## src/rtl/mtp_prog_pkg.sv

```systemverilog
package mtp_prog_pkg;

    typedef enum logic [3:0] {
        S_IDLE,
        S_ER_SETUP,
        S_ER_PULSE,
        S_ER_HOLD,
        S_ER_VFY,
        S_PG_WAIT,
        S_PG_SETUP,
        S_PG_PULSE,
        S_PG_HOLD,
        S_PG_VFY,
        S_ID_RD0,
        S_ID_RD1
    } seq_state_e;

    typedef enum logic {
        OP_JOB   = 1'b0,
        OP_IDENT = 1'b1
    } seq_op_e;

    // Levels of the flash control pins for one sequencer state.
    typedef struct packed {
        logic vpp_hi;
        logic a9_hi;
        logic ce_n;
        logic oe_n;
        logic pgm_n;
    } pin_ctl_t;

    localparam pin_ctl_t PINS_QUIET = '{vpp_hi: 1'b0, a9_hi: 1'b0,
                                        ce_n: 1'b1, oe_n: 1'b1, pgm_n: 1'b1};

    function automatic int unsigned widest(input int unsigned a,
                                           input int unsigned b,
                                           input int unsigned c);
        int unsigned m;
        m = (a > b) ? a : b;
        return (m > c) ? m : c;
    endfunction

    // Pin levels are a pure decode of the state, so set-up and hold
    // around the strobe come from the SETUP/HOLD states themselves.
    function automatic pin_ctl_t pins_for(input seq_state_e s);
        pin_ctl_t p;
        p = PINS_QUIET;
        case (s)
            S_ER_SETUP, S_ER_HOLD: begin
                p.vpp_hi = 1'b1; p.a9_hi = 1'b1; p.ce_n = 1'b0;
            end
            S_ER_PULSE: begin
                p.vpp_hi = 1'b1; p.a9_hi = 1'b1; p.ce_n = 1'b0; p.pgm_n = 1'b0;
            end
            S_PG_SETUP, S_PG_HOLD: begin
                p.vpp_hi = 1'b1; p.ce_n = 1'b0;
            end
            S_PG_PULSE: begin
                p.vpp_hi = 1'b1; p.ce_n = 1'b0; p.pgm_n = 1'b0;
            end
            S_ER_VFY, S_PG_VFY: begin
                p.ce_n = 1'b0; p.oe_n = 1'b0;
            end
            S_ID_RD0, S_ID_RD1: begin
                p.a9_hi = 1'b1; p.ce_n = 1'b0; p.oe_n = 1'b0;
            end
            default: p = PINS_QUIET;
        endcase
        return p;
    endfunction

endpackage

```

## src/rtl/mps_timer.sv

```systemverilog
// Cycle timer for strobe pulses and read access waits.
module mps_timer #(
    parameter int TW = 8
) (
    input  logic          clk,
    input  logic          rst,
    input  logic          clr,
    input  logic [TW-1:0] limit,
    output logic          expired
);
    logic [TW-1:0] cnt_q;

    always_ff @(posedge clk) begin
        if (rst || clr) cnt_q <= '0;
        else            cnt_q <= cnt_q + 1'b1;
    end

    assign expired = (cnt_q == limit - 1'b1);
endmodule

```

## src/rtl/mps_addr_walk.sv

```systemverilog
// Address walker for the erase read-back sweep.
module mps_addr_walk #(
    parameter int AW = 8
) (
    input  logic          clk,
    input  logic          rst,
    input  logic          clr,
    input  logic          inc,
    output logic [AW-1:0] addr,
    output logic          at_end
);
    logic [AW-1:0] addr_q;

    always_ff @(posedge clk) begin
        if (rst || clr) addr_q <= '0;
        else if (inc)   addr_q <= addr_q + 1'b1;
    end

    assign addr   = addr_q;
    assign at_end = &addr_q;
endmodule

```

## src/rtl/mps_retry.sv

```systemverilog
// Counts program pulses spent on the current byte.
module mps_retry #(
    parameter int MAX_PULSES = 4
) (
    input  logic clk,
    input  logic rst,
    input  logic clr,
    input  logic inc,
    output logic spent
);
    localparam int RW = $clog2(MAX_PULSES + 1);
    logic [RW-1:0] cnt_q;

    always_ff @(posedge clk) begin
        if (rst || clr) cnt_q <= '0;
        else if (inc)   cnt_q <= cnt_q + 1'b1;
    end

    assign spent = (cnt_q == RW'(MAX_PULSES));
endmodule

```

## src/rtl/mtp_prog_seq.sv

```systemverilog
module mtp_prog_seq
    import mtp_prog_pkg::*;
#(
    parameter int AW         = 17,
    parameter int DW         = 8,
    parameter int ERASE_CYC  = 12_500_000,
    parameter int PROG_CYC   = 2_500,
    parameter int ACC_CYC    = 12,
    parameter int MAX_PULSES = 4
) (
    input  logic          clk,
    input  logic          rst,
    input  logic          cmd_start,
    input  logic          cmd_op,
    input  logic          img_valid,
    input  logic [AW-1:0] img_addr,
    input  logic [DW-1:0] img_data,
    input  logic          img_last,
    output logic          img_ready,
    output logic          busy,
    output logic          done,
    output logic          erase_fail,
    output logic          prog_fail,
    output logic [AW-1:0] fail_addr,
    output logic [DW-1:0] id_mfr,
    output logic [DW-1:0] id_dev,
    output logic          fl_vpp_hi,
    output logic          fl_a9_hi,
    output logic          fl_ce_n,
    output logic          fl_oe_n,
    output logic          fl_pgm_n,
    output logic [AW-1:0] fl_addr,
    output logic [DW-1:0] fl_dout,
    input  logic [DW-1:0] fl_din
);
    localparam int TW = $clog2(widest(ERASE_CYC, PROG_CYC, ACC_CYC) + 1);
    localparam logic [DW-1:0] ERASED = '1;

    seq_state_e    state_q, state_d;
    pin_ctl_t      pins;
    logic [AW-1:0] pg_addr_q;
    logic [DW-1:0] pg_data_q;
    logic          pg_last_q;
    logic          done_q, efail_q, pfail_q;
    logic [AW-1:0] fail_addr_q;
    logic [DW-1:0] mfr_q, dev_q;

    logic          tmr_clr, tmr_exp;
    logic [TW-1:0] tmr_limit;
    logic          walk_clr, walk_inc, walk_end;
    logic [AW-1:0] walk_addr;
    logic          rty_clr, rty_inc, rty_spent;
    logic          ev_start, ev_accept, ev_efail, ev_pfail, ev_finish, ev_id0, ev_id1;

    mps_timer #(.TW(TW)) u_timer (
        .clk(clk), .rst(rst), .clr(tmr_clr), .limit(tmr_limit), .expired(tmr_exp)
    );

    mps_addr_walk #(.AW(AW)) u_walk (
        .clk(clk), .rst(rst), .clr(walk_clr), .inc(walk_inc),
        .addr(walk_addr), .at_end(walk_end)
    );

    mps_retry #(.MAX_PULSES(MAX_PULSES)) u_retry (
        .clk(clk), .rst(rst), .clr(rty_clr), .inc(rty_inc), .spent(rty_spent)
    );

    always_comb begin
        case (state_q)
            S_ER_PULSE: tmr_limit = TW'(ERASE_CYC);
            S_PG_PULSE: tmr_limit = TW'(PROG_CYC);
            default:    tmr_limit = TW'(ACC_CYC);
        endcase
    end

    always_comb begin
        state_d   = state_q;
        walk_clr  = 1'b0;
        walk_inc  = 1'b0;
        rty_clr   = 1'b0;
        rty_inc   = 1'b0;
        ev_start  = 1'b0;
        ev_accept = 1'b0;
        ev_efail  = 1'b0;
        ev_pfail  = 1'b0;
        ev_finish = 1'b0;
        ev_id0    = 1'b0;
        ev_id1    = 1'b0;
        case (state_q)
            S_IDLE: if (cmd_start) begin
                ev_start = 1'b1;
                walk_clr = 1'b1;
                state_d  = (seq_op_e'(cmd_op) == OP_IDENT) ? S_ID_RD0 : S_ER_SETUP;
            end
            S_ER_SETUP: state_d = S_ER_PULSE;
            S_ER_PULSE: if (tmr_exp) state_d = S_ER_HOLD;
            S_ER_HOLD:  state_d = S_ER_VFY;
            S_ER_VFY: if (tmr_exp) begin
                if (fl_din != ERASED) begin
                    ev_efail  = 1'b1;
                    ev_finish = 1'b1;
                    state_d   = S_IDLE;
                end else if (walk_end) begin
                    state_d = S_PG_WAIT;
                end else begin
                    walk_inc = 1'b1;
                end
            end
            S_PG_WAIT: if (img_valid) begin
                ev_accept = 1'b1;
                rty_clr   = 1'b1;
                state_d   = S_PG_SETUP;
            end
            S_PG_SETUP: state_d = S_PG_PULSE;
            S_PG_PULSE: if (tmr_exp) begin
                rty_inc = 1'b1;
                state_d = S_PG_HOLD;
            end
            S_PG_HOLD: state_d = S_PG_VFY;
            S_PG_VFY: if (tmr_exp) begin
                if (fl_din == pg_data_q) begin
                    if (pg_last_q) begin
                        ev_finish = 1'b1;
                        state_d   = S_IDLE;
                    end else begin
                        state_d = S_PG_WAIT;
                    end
                end else if (rty_spent) begin
                    ev_pfail  = 1'b1;
                    ev_finish = 1'b1;
                    state_d   = S_IDLE;
                end else begin
                    state_d = S_PG_SETUP;
                end
            end
            S_ID_RD0: if (tmr_exp) begin
                ev_id0  = 1'b1;
                state_d = S_ID_RD1;
            end
            S_ID_RD1: if (tmr_exp) begin
                ev_id1    = 1'b1;
                ev_finish = 1'b1;
                state_d   = S_IDLE;
            end
            default: state_d = S_IDLE;
        endcase
    end

    // A new address inside the sweep restarts the access wait as well.
    assign tmr_clr = (state_d != state_q) || walk_inc;

    always_ff @(posedge clk) begin
        if (rst) begin
            state_q     <= S_IDLE;
            pg_addr_q   <= '0;
            pg_data_q   <= '0;
            pg_last_q   <= 1'b0;
            done_q      <= 1'b0;
            efail_q     <= 1'b0;
            pfail_q     <= 1'b0;
            fail_addr_q <= '0;
            mfr_q       <= '0;
            dev_q       <= '0;
        end else begin
            state_q <= state_d;
            if (ev_start) begin
                done_q      <= 1'b0;
                efail_q     <= 1'b0;
                pfail_q     <= 1'b0;
                fail_addr_q <= '0;
            end
            if (ev_accept) begin
                pg_addr_q <= img_addr;
                pg_data_q <= img_data;
                pg_last_q <= img_last;
            end
            if (ev_efail) begin
                efail_q     <= 1'b1;
                fail_addr_q <= walk_addr;
            end
            if (ev_pfail) begin
                pfail_q     <= 1'b1;
                fail_addr_q <= pg_addr_q;
            end
            if (ev_finish) done_q <= 1'b1;
            if (ev_id0)    mfr_q  <= fl_din;
            if (ev_id1)    dev_q  <= fl_din;
        end
    end

    assign pins      = pins_for(state_q);
    assign fl_vpp_hi = pins.vpp_hi;
    assign fl_a9_hi  = pins.a9_hi;
    assign fl_ce_n   = pins.ce_n;
    assign fl_oe_n   = pins.oe_n;
    assign fl_pgm_n  = pins.pgm_n;

    always_comb begin
        case (state_q)
            S_ER_VFY:  fl_addr = walk_addr;
            S_ID_RD0:  fl_addr = '0;
            S_ID_RD1:  fl_addr = AW'(1);
            S_PG_SETUP, S_PG_PULSE, S_PG_HOLD, S_PG_VFY: fl_addr = pg_addr_q;
            default:   fl_addr = '0;
        endcase
    end

    assign fl_dout    = pg_data_q;
    assign img_ready  = (state_q == S_PG_WAIT);
    assign busy       = (state_q != S_IDLE);
    assign done       = done_q;
    assign erase_fail = efail_q;
    assign prog_fail  = pfail_q;
    assign fail_addr  = fail_addr_q;
    assign id_mfr     = mfr_q;
    assign id_dev     = dev_q;
endmodule

```

## config.mk

```make
export PLATFORM = sky130hd
export DESIGN_NAME = mtp_prog_seq
export DESIGN_NICKNAME = d
export VERILOG_FILES = /design/src/rtl/mtp_prog_pkg.sv /design/src/rtl/mps_timer.sv /design/src/rtl/mps_addr_walk.sv /design/src/rtl/mps_retry.sv /design/src/rtl/mtp_prog_seq.sv
export SDC_FILE = /design/constraint.sdc
export NUM_CORES = 1
export LEC_CHECK = 0
export BUFFER_PORTS_ARGS = -buffer_cell sky130_fd_sc_hd__buf_2
export CORE_MARGIN = 2
export CORE_UTILIZATION = 50
export DETAILED_ROUTE_END_ITERATION = 10
export PLACE_DENSITY = 0.79
export SYNTH_ARGS = -nofsm -noshare
export SYNTH_HDL_FRONTEND = slang
export SYNTH_SLANG_ARGS = --single-unit
```

## constraint.sdc

```tcl
create_clock -name clk -period 2.8 [get_ports clk]
set_input_delay 0 -clock clk [delete_from_list [all_inputs] [get_ports clk]]
set_output_delay 0 -clock clk [all_outputs]
set_load 0.03 [all_outputs]
```

# [Yosys cells after proc, flatten, opt, wreduce, memory -nomap -nowiden]
# Index checks and enable logic that the tools add are counted.
[word_totals] output_inout_bits=68 n_memories=0 input_bits=39 ramBits=0 word_cells=102 romBits=0 ff_bits=110 latch_bits=0
[classes] n_mul=0 order_cmp=0 mux=52 eq_ne=16 add_sub_neg=4 bitwise=0 div_mod_pow=0 n_reduce_logical=17 shifts=0
[ops] op="two-way mux 17 bit" count=3
[ops] op="case mux 17 bit (3 select lines)" count=1
[ops] op="two-way mux 4 bit" count=12
[ops] op="case mux 24 bit (2 select lines)" count=1
[ops] op="case mux 4 bit (12 select lines)" count=1
[ops] op="two-way mux 1 bit" count=31
[ops] op="adder 24 x 1 -> 24 bit (second input constant)" count=1
[ops] op="equality test 24 bit" count=1
[ops] op="subtractor 24 x 1 -> 24 bit (second input constant)" count=1
[ops] op="adder 17 x 1 -> 17 bit (second input constant)" count=1
[ops] op="AND reduction 17 bit" count=1
[ops] op="equality test 4 x 3 -> 1 bit (second input constant)" count=4
[ops] op="equality test 4 bit (second input constant)" count=4
[ops] op="OR reduction 10 bit" count=1
[ops] op="equality test 4 x 2 -> 1 bit (second input constant)" count=2
[ops] op="equality test 8 bit" count=1
[ops] op="!= test 8 bit (second input constant)" count=1
[ops] op="OR reduction 4 bit" count=2
[ops] op="two-way mux 3 bit" count=2
[ops] op="nonzero test 2 bit" count=3
[ops] op="OR reduction 6 bit" count=1
[ops] op="OR reduction 5 bit" count=1
[ops] op="equality test 4 x 1 -> 1 bit (second input constant)" count=1
[ops] op="zero test 4 bit" count=1
[ops] op="8 further kinds" count=11

# [Logic depth before layout (Yosys ltp)]
[depth] word_depth=9 depth_mapped=16 mapped_depth_nobuf=13

# [Modules after synthesis]
# A second synthesis with hierarchy kept.
[unflattened] cells_unflattened=746 area_unflattened_um2=5997.0
[by_module_without_submodules] mod="mtp_prog_seq" cells_each=408 n_inst=1 area_each_um2=3155.5 seq_area_each_um2=1321.3
[by_module_without_submodules] mod="mps_timer" cells_each=232 n_inst=1 area_each_um2=1879.3 seq_area_each_um2=480.5
[by_module_without_submodules] mod="mps_addr_walk" cells_each=91 n_inst=1 area_each_um2=804.5 seq_area_each_um2=340.3
[by_module_without_submodules] mod="mps_retry" cells_each=15 n_inst=1 area_each_um2=157.7 seq_area_each_um2=60.1

# [Least setup slack after synthesis]
# Ideal clock, no wire load.
[synth_timing] path_kind="reg-to-reg" startpoint="register u_walk.addr_q[3], in the netlist u_walk.addr[3]" endpoint="register u_timer.cnt_q[10]" setup_ns=0.073 n_path_buf=3 path_slack_ns=-0.151 stages_incl_launch_ff=17 required_ns=2.727 synth_period_minus_slack_ns=2.951 t_arrival_ns=2.878 cell_sequence="dfxtp_1 -> clkbuf_1 -> and4_1 -> and3_1 -> nand3_1 -> nor2_1 -> nand3_1 -> nor2_1 -> ha_1 -> nor3_1 -> nand2_1 -> nand4_1 -> a221oi_1 -> or4b_1 -> buf_2 -> buf_6 -> nor3_2"
[synth_via] elab_chain_cells=8 elab_cells_between_ends=12 classes_between="1 x eq/ne; 8 x mux; 3 x reduce/logical"
[synth_lines] element="start, declared" line="mps_addr_walk.sv:12" text="logic [AW-1:0] addr_q;"
[synth_lines] element="start signal, assigned" line="mps_addr_walk.sv:16" text="else if (inc) addr_q <= addr_q + 1'b1;"
[synth_lines] element="AND reduction 17 bit *" line="mps_addr_walk.sv:20" text="assign at_end = &addr_q;"
[synth_lines] element="two-way mux 4 bit" line="mtp_prog_seq.sv:103" text="end else if (walk_end) begin"
[synth_lines] element="two-way mux 4 bit" line="mtp_prog_seq.sv:99" text="if (fl_din != ERASED) begin"
[synth_lines] element="two-way mux 4 bit" line="mtp_prog_seq.sv:98" text="S_ER_VFY: if (tmr_exp) begin"
[synth_lines] element="case mux 4 bit (12 select lines)" line="mtp_prog_seq.sv:89" text="case (state_q)"
[synth_lines] element="!= test 4 bit" line="mtp_prog_seq.sv:150" text="assign tmr_clr = (state_d != state_q) || walk_inc;"
[synth_lines] element="logical OR 1 bit *" line="mtp_prog_seq.sv:150"
[synth_lines] element="logical OR 1 bit *" line="mps_timer.sv:14" text="if (rst || clr) cnt_q <= '0;"
[synth_lines] element="end signal, assigned" line="mps_timer.sv:15" text="else cnt_q <= cnt_q + 1'b1;"
[synth_lines] element="end, declared" line="mps_timer.sv:11" text="logic [TW-1:0] cnt_q;"
# Mark *: on every way between the ends. The rest lies on a longest branch, timed or not.
# A chain may end at the register's enable or synchronous reset.

# [Final worst setup path]
[layout_timing] startpoint="register u_walk.addr_q[5], in the netlist u_walk.addr[5]" endpoint="register u_timer.cnt_q[10]"
# Same word-level chain as after synthesis.

==> results.md <==
* Outcome: finished, violations left
* Failing checks: setup timing
* Sw Share at 0.298
* Final GP Congestion at roughly 0.94
* Comb pwr share at 0.195
* DR iter-0 viols at 768
* Fin area at ~7400 µm²
* Final setup skew at ~16 ps
* Crit end category: register
* Synth Area in XOR/XNOR at 0.0611
* Sw Pwr at 0.954 mW
* Final WL at between 15 and 20 mm
* Critical Path AT at 3280 ps
* Initial Util at 0.507
* Top FF cell, synth: dfxtp_1
* CTS tree: yes
* Least-Margin Pin Slew at 998 ps
* Startpoint Class: register
* EDFF count, synth at 0
* Drt drc at 0
* Syn Inst Count at around 670
* Most frequent cell after synthesis: nand2_1
* Sequential fraction of the synthesis area at 0.405
* # nets final at ~890
* Worst-path fanout max at 6
* Worst EP required at a little over 3000 ps
* Share of the synthesized area in the top cell type at 0.405
* Largest family of logic cells by synthesized area: simple AND/OR/NAND/NOR gates
* Final setup violation count at 34
* Height of the die at 108 µm
* CTS sink cnt at between 100 and 150
* Setup TNS at -2690 ps
* Vias at ~6100
* Top Ports at ~110
* Syn Std Cell Area at ~5400 µm²
* Grt total ovfl at 0
* P_int at around 2.2 mW
* Adder-cell share of the synthesized area at 0.0115
* #FFs+latches synth at 110
* Core Area at 10700 µm²
* Tmin final at around 3000 ps
* Number of cell rows at 38
* Final hold violations at 0
* Total CTS buffers at 9
* DP Area at ~6400 µm²
* WHS at 60.9 ps
* Clock insertion delay at the later pin of the skew report at a little under 400 ps
* First-pass GRT wire length at 27.3 mm
* Simple-gate share of the synthesized area at 0.293
* Initial antenna violation count at 0
* Post-DP HPWL at ~11 mm
* IO Port Bufs at 106
* Synth warn at 0
* Largest cells by area after synthesis: dfxtp_1 (40%), nand2_1 (9.4%), a21oi_1 (7.3%)
* Synth Area in Compound Gates at 0.170
* Final core utilization at 0.692
* Share of post-route cells with drive strength above 1 at 0.309
* Die Wd at roughly 110 µm
* Final ANT Viol Nets at 0
* Clock tree buffer depth at 2
* Synth async-reset ratio at 0
* Period Utilization, post-route at 1.06
* Final worst slack at -168 ps
* Reg clk slew, reported paths at ~100 ps
* Synth Net Count at roughly 700
* Vias in the first global route at approximately 5600
* Tot GR Track Use at 0.296
* Post-synth top cells: nand2_1 (136), dfxtp_1 (110), a21oi_1 (79)
* Max-cap viol count at 0
* Antenna Diode Count at 0
* Vias per std cell at around 6.2
* H-tree depth at 3
* RSZ-0062 raised after global routing: true
* Detailed Routing Iterations Pass 1 at 6
* Hold Crit Class: in -> reg
* Root Driver: clkbuf_8
* Mux cell area share after synthesis at 0.00942
* DIE AREA at approximately 12000 µm²
* Syn avg cell area at between 8 and 9 µm²
* Slew margin rel. at 0.317
* Leakage power at 2.86 nW
* Final Slew Violations at 0
* Power Total at roughly 3.2 mW
* Largest net degree at the start of global routing at 69
* Maximum vdd drop at between 0.0003 and 0.0004 V
* Power density over the cells at 431 nW/µm²
* Clock power share at 0.310
* Worst setup path category: reg -> reg
* Power share of the sequential group at 0.495
* Area Growth Syn to Fin at 36.7%
* Synth unique cells at 56
* WL/cell at 19.6 µm
* Post-synth top area cell: dfxtp_1
* Fmax at about 0.34 GHz
registers in the layout, indices dropped and copies added (netlist names):
register,flops
fail_addr,17
done,1
id_dev,8
pg_addr_q,17
u_retry.cnt_q,3
u_walk.addr,17
prog_fail,1
state_q,4
erase_fail,1
id_mfr,8
u_timer.cnt_q,24
fl_dout,8
pg_last_q,1
layer usage:
layer,share of wire,global-route usage
met1,0.37,0.365
met2,0.48,0.492
met3,0.10,0.0693
met4,0.051,0.131
met5,0,0
cells by family (layout without fill, tap and decap cells):
logic type,after synthesis,count (layout)
compound gates,151,151
fa+ha+maj,5,5
buf+inv,53,241
flops,110,110
mux,5,5
simple gates,303,303
xor+xnor,38,38
power by group through the flow:
stage               clock (mW)  combinational [mW]  sequential [mW]
CTS                      0.997               0.528             1.58
global placement             0               0.428             1.62
floorplan                    0               0.317             1.61
finish                   0.994               0.624             1.59
detailed placement           0               0.440             1.62
global route              1.06               0.650             1.59
final timing paths:
check	start	endpoint	slack [ps]	depth (start not counted)
worst max-delay path	u_walk.addr[5]	u_timer.cnt_q[10]	-170	14
worst min-delay path	cmd_op	state_q[3]	60	5
worst max register to register	u_walk.addr[5]	u_timer.cnt_q[10]	-170	14
worst min register to register	id_mfr[7]	id_mfr[7]	460	2
through the flow:
stage               std cells  setup slack [ps]
floorplan                 665              7.79
global placement          916             -15.6
detailed placement        916              -165
CTS                       973             -58.9
global route              993              -280
finish                    993              -168
placed cells by master, fill, tap and decap left out, drive strengths merged, types with 3 or more instances in the layout:
cell         synthesis  final
buf                 17    174
nand2              136    136
dfxtp              110    110
a21oi               80     80
nor3                39     39
dlygate4sd3          0     35
nor2                33     33
xnor2               23     23
nand3               20     20
o21ai               19     19
a22oi               18     18
a22o                16     16
xor2                15     15
or3                 14     14
clkbuf              25     14
nand4               13     13
inv                 11     13
and3                 7      7
nand2b               5      5
nor2b                5      5
or2                  5      5
nor4                 5      5
ha                   5      5
mux2i                4      4
and2                 4      4
and4                 4      4
o22ai                3      3
or4                  3      3
nor4b                3      3
clkinv               0      3
a211oi               3      3
critical path: stages, from the launching register on:
cell and delay, ps:
dfxtp_2 350, and4_4 240, and3_4 190, nand3_2 90, nor2_1 140, nand3_1 130, nor2_1 140, ha_2 220
nor3_4 50, nand2_2 100, nand4_1 80, a221oi_1 230, or4b_4 570, clkbuf_16 210, nor3_2 170
timing repair:
item	CTS	global route
endpoints found under the hold margin	44	0
gates cloned	1	6
hold buffers	35	0
pin swaps	4	27
gates resized for setup	16	36
endpoints found under the setup margin	55	61
setup buffers	5	14
layout make-up:
type | count | area [µm²]
clock buffers | 9 | 124
clock inverters | 7 | 72.6
fillers | 792 | 3310
inverters | 11 | 41.3
multi-input cells | 502 | 3190
flip-flops and latches | 110 | 2210
well taps | 140 | 175
repair buffers | 214 | 1620
Power figures use the tool's default switching activity.
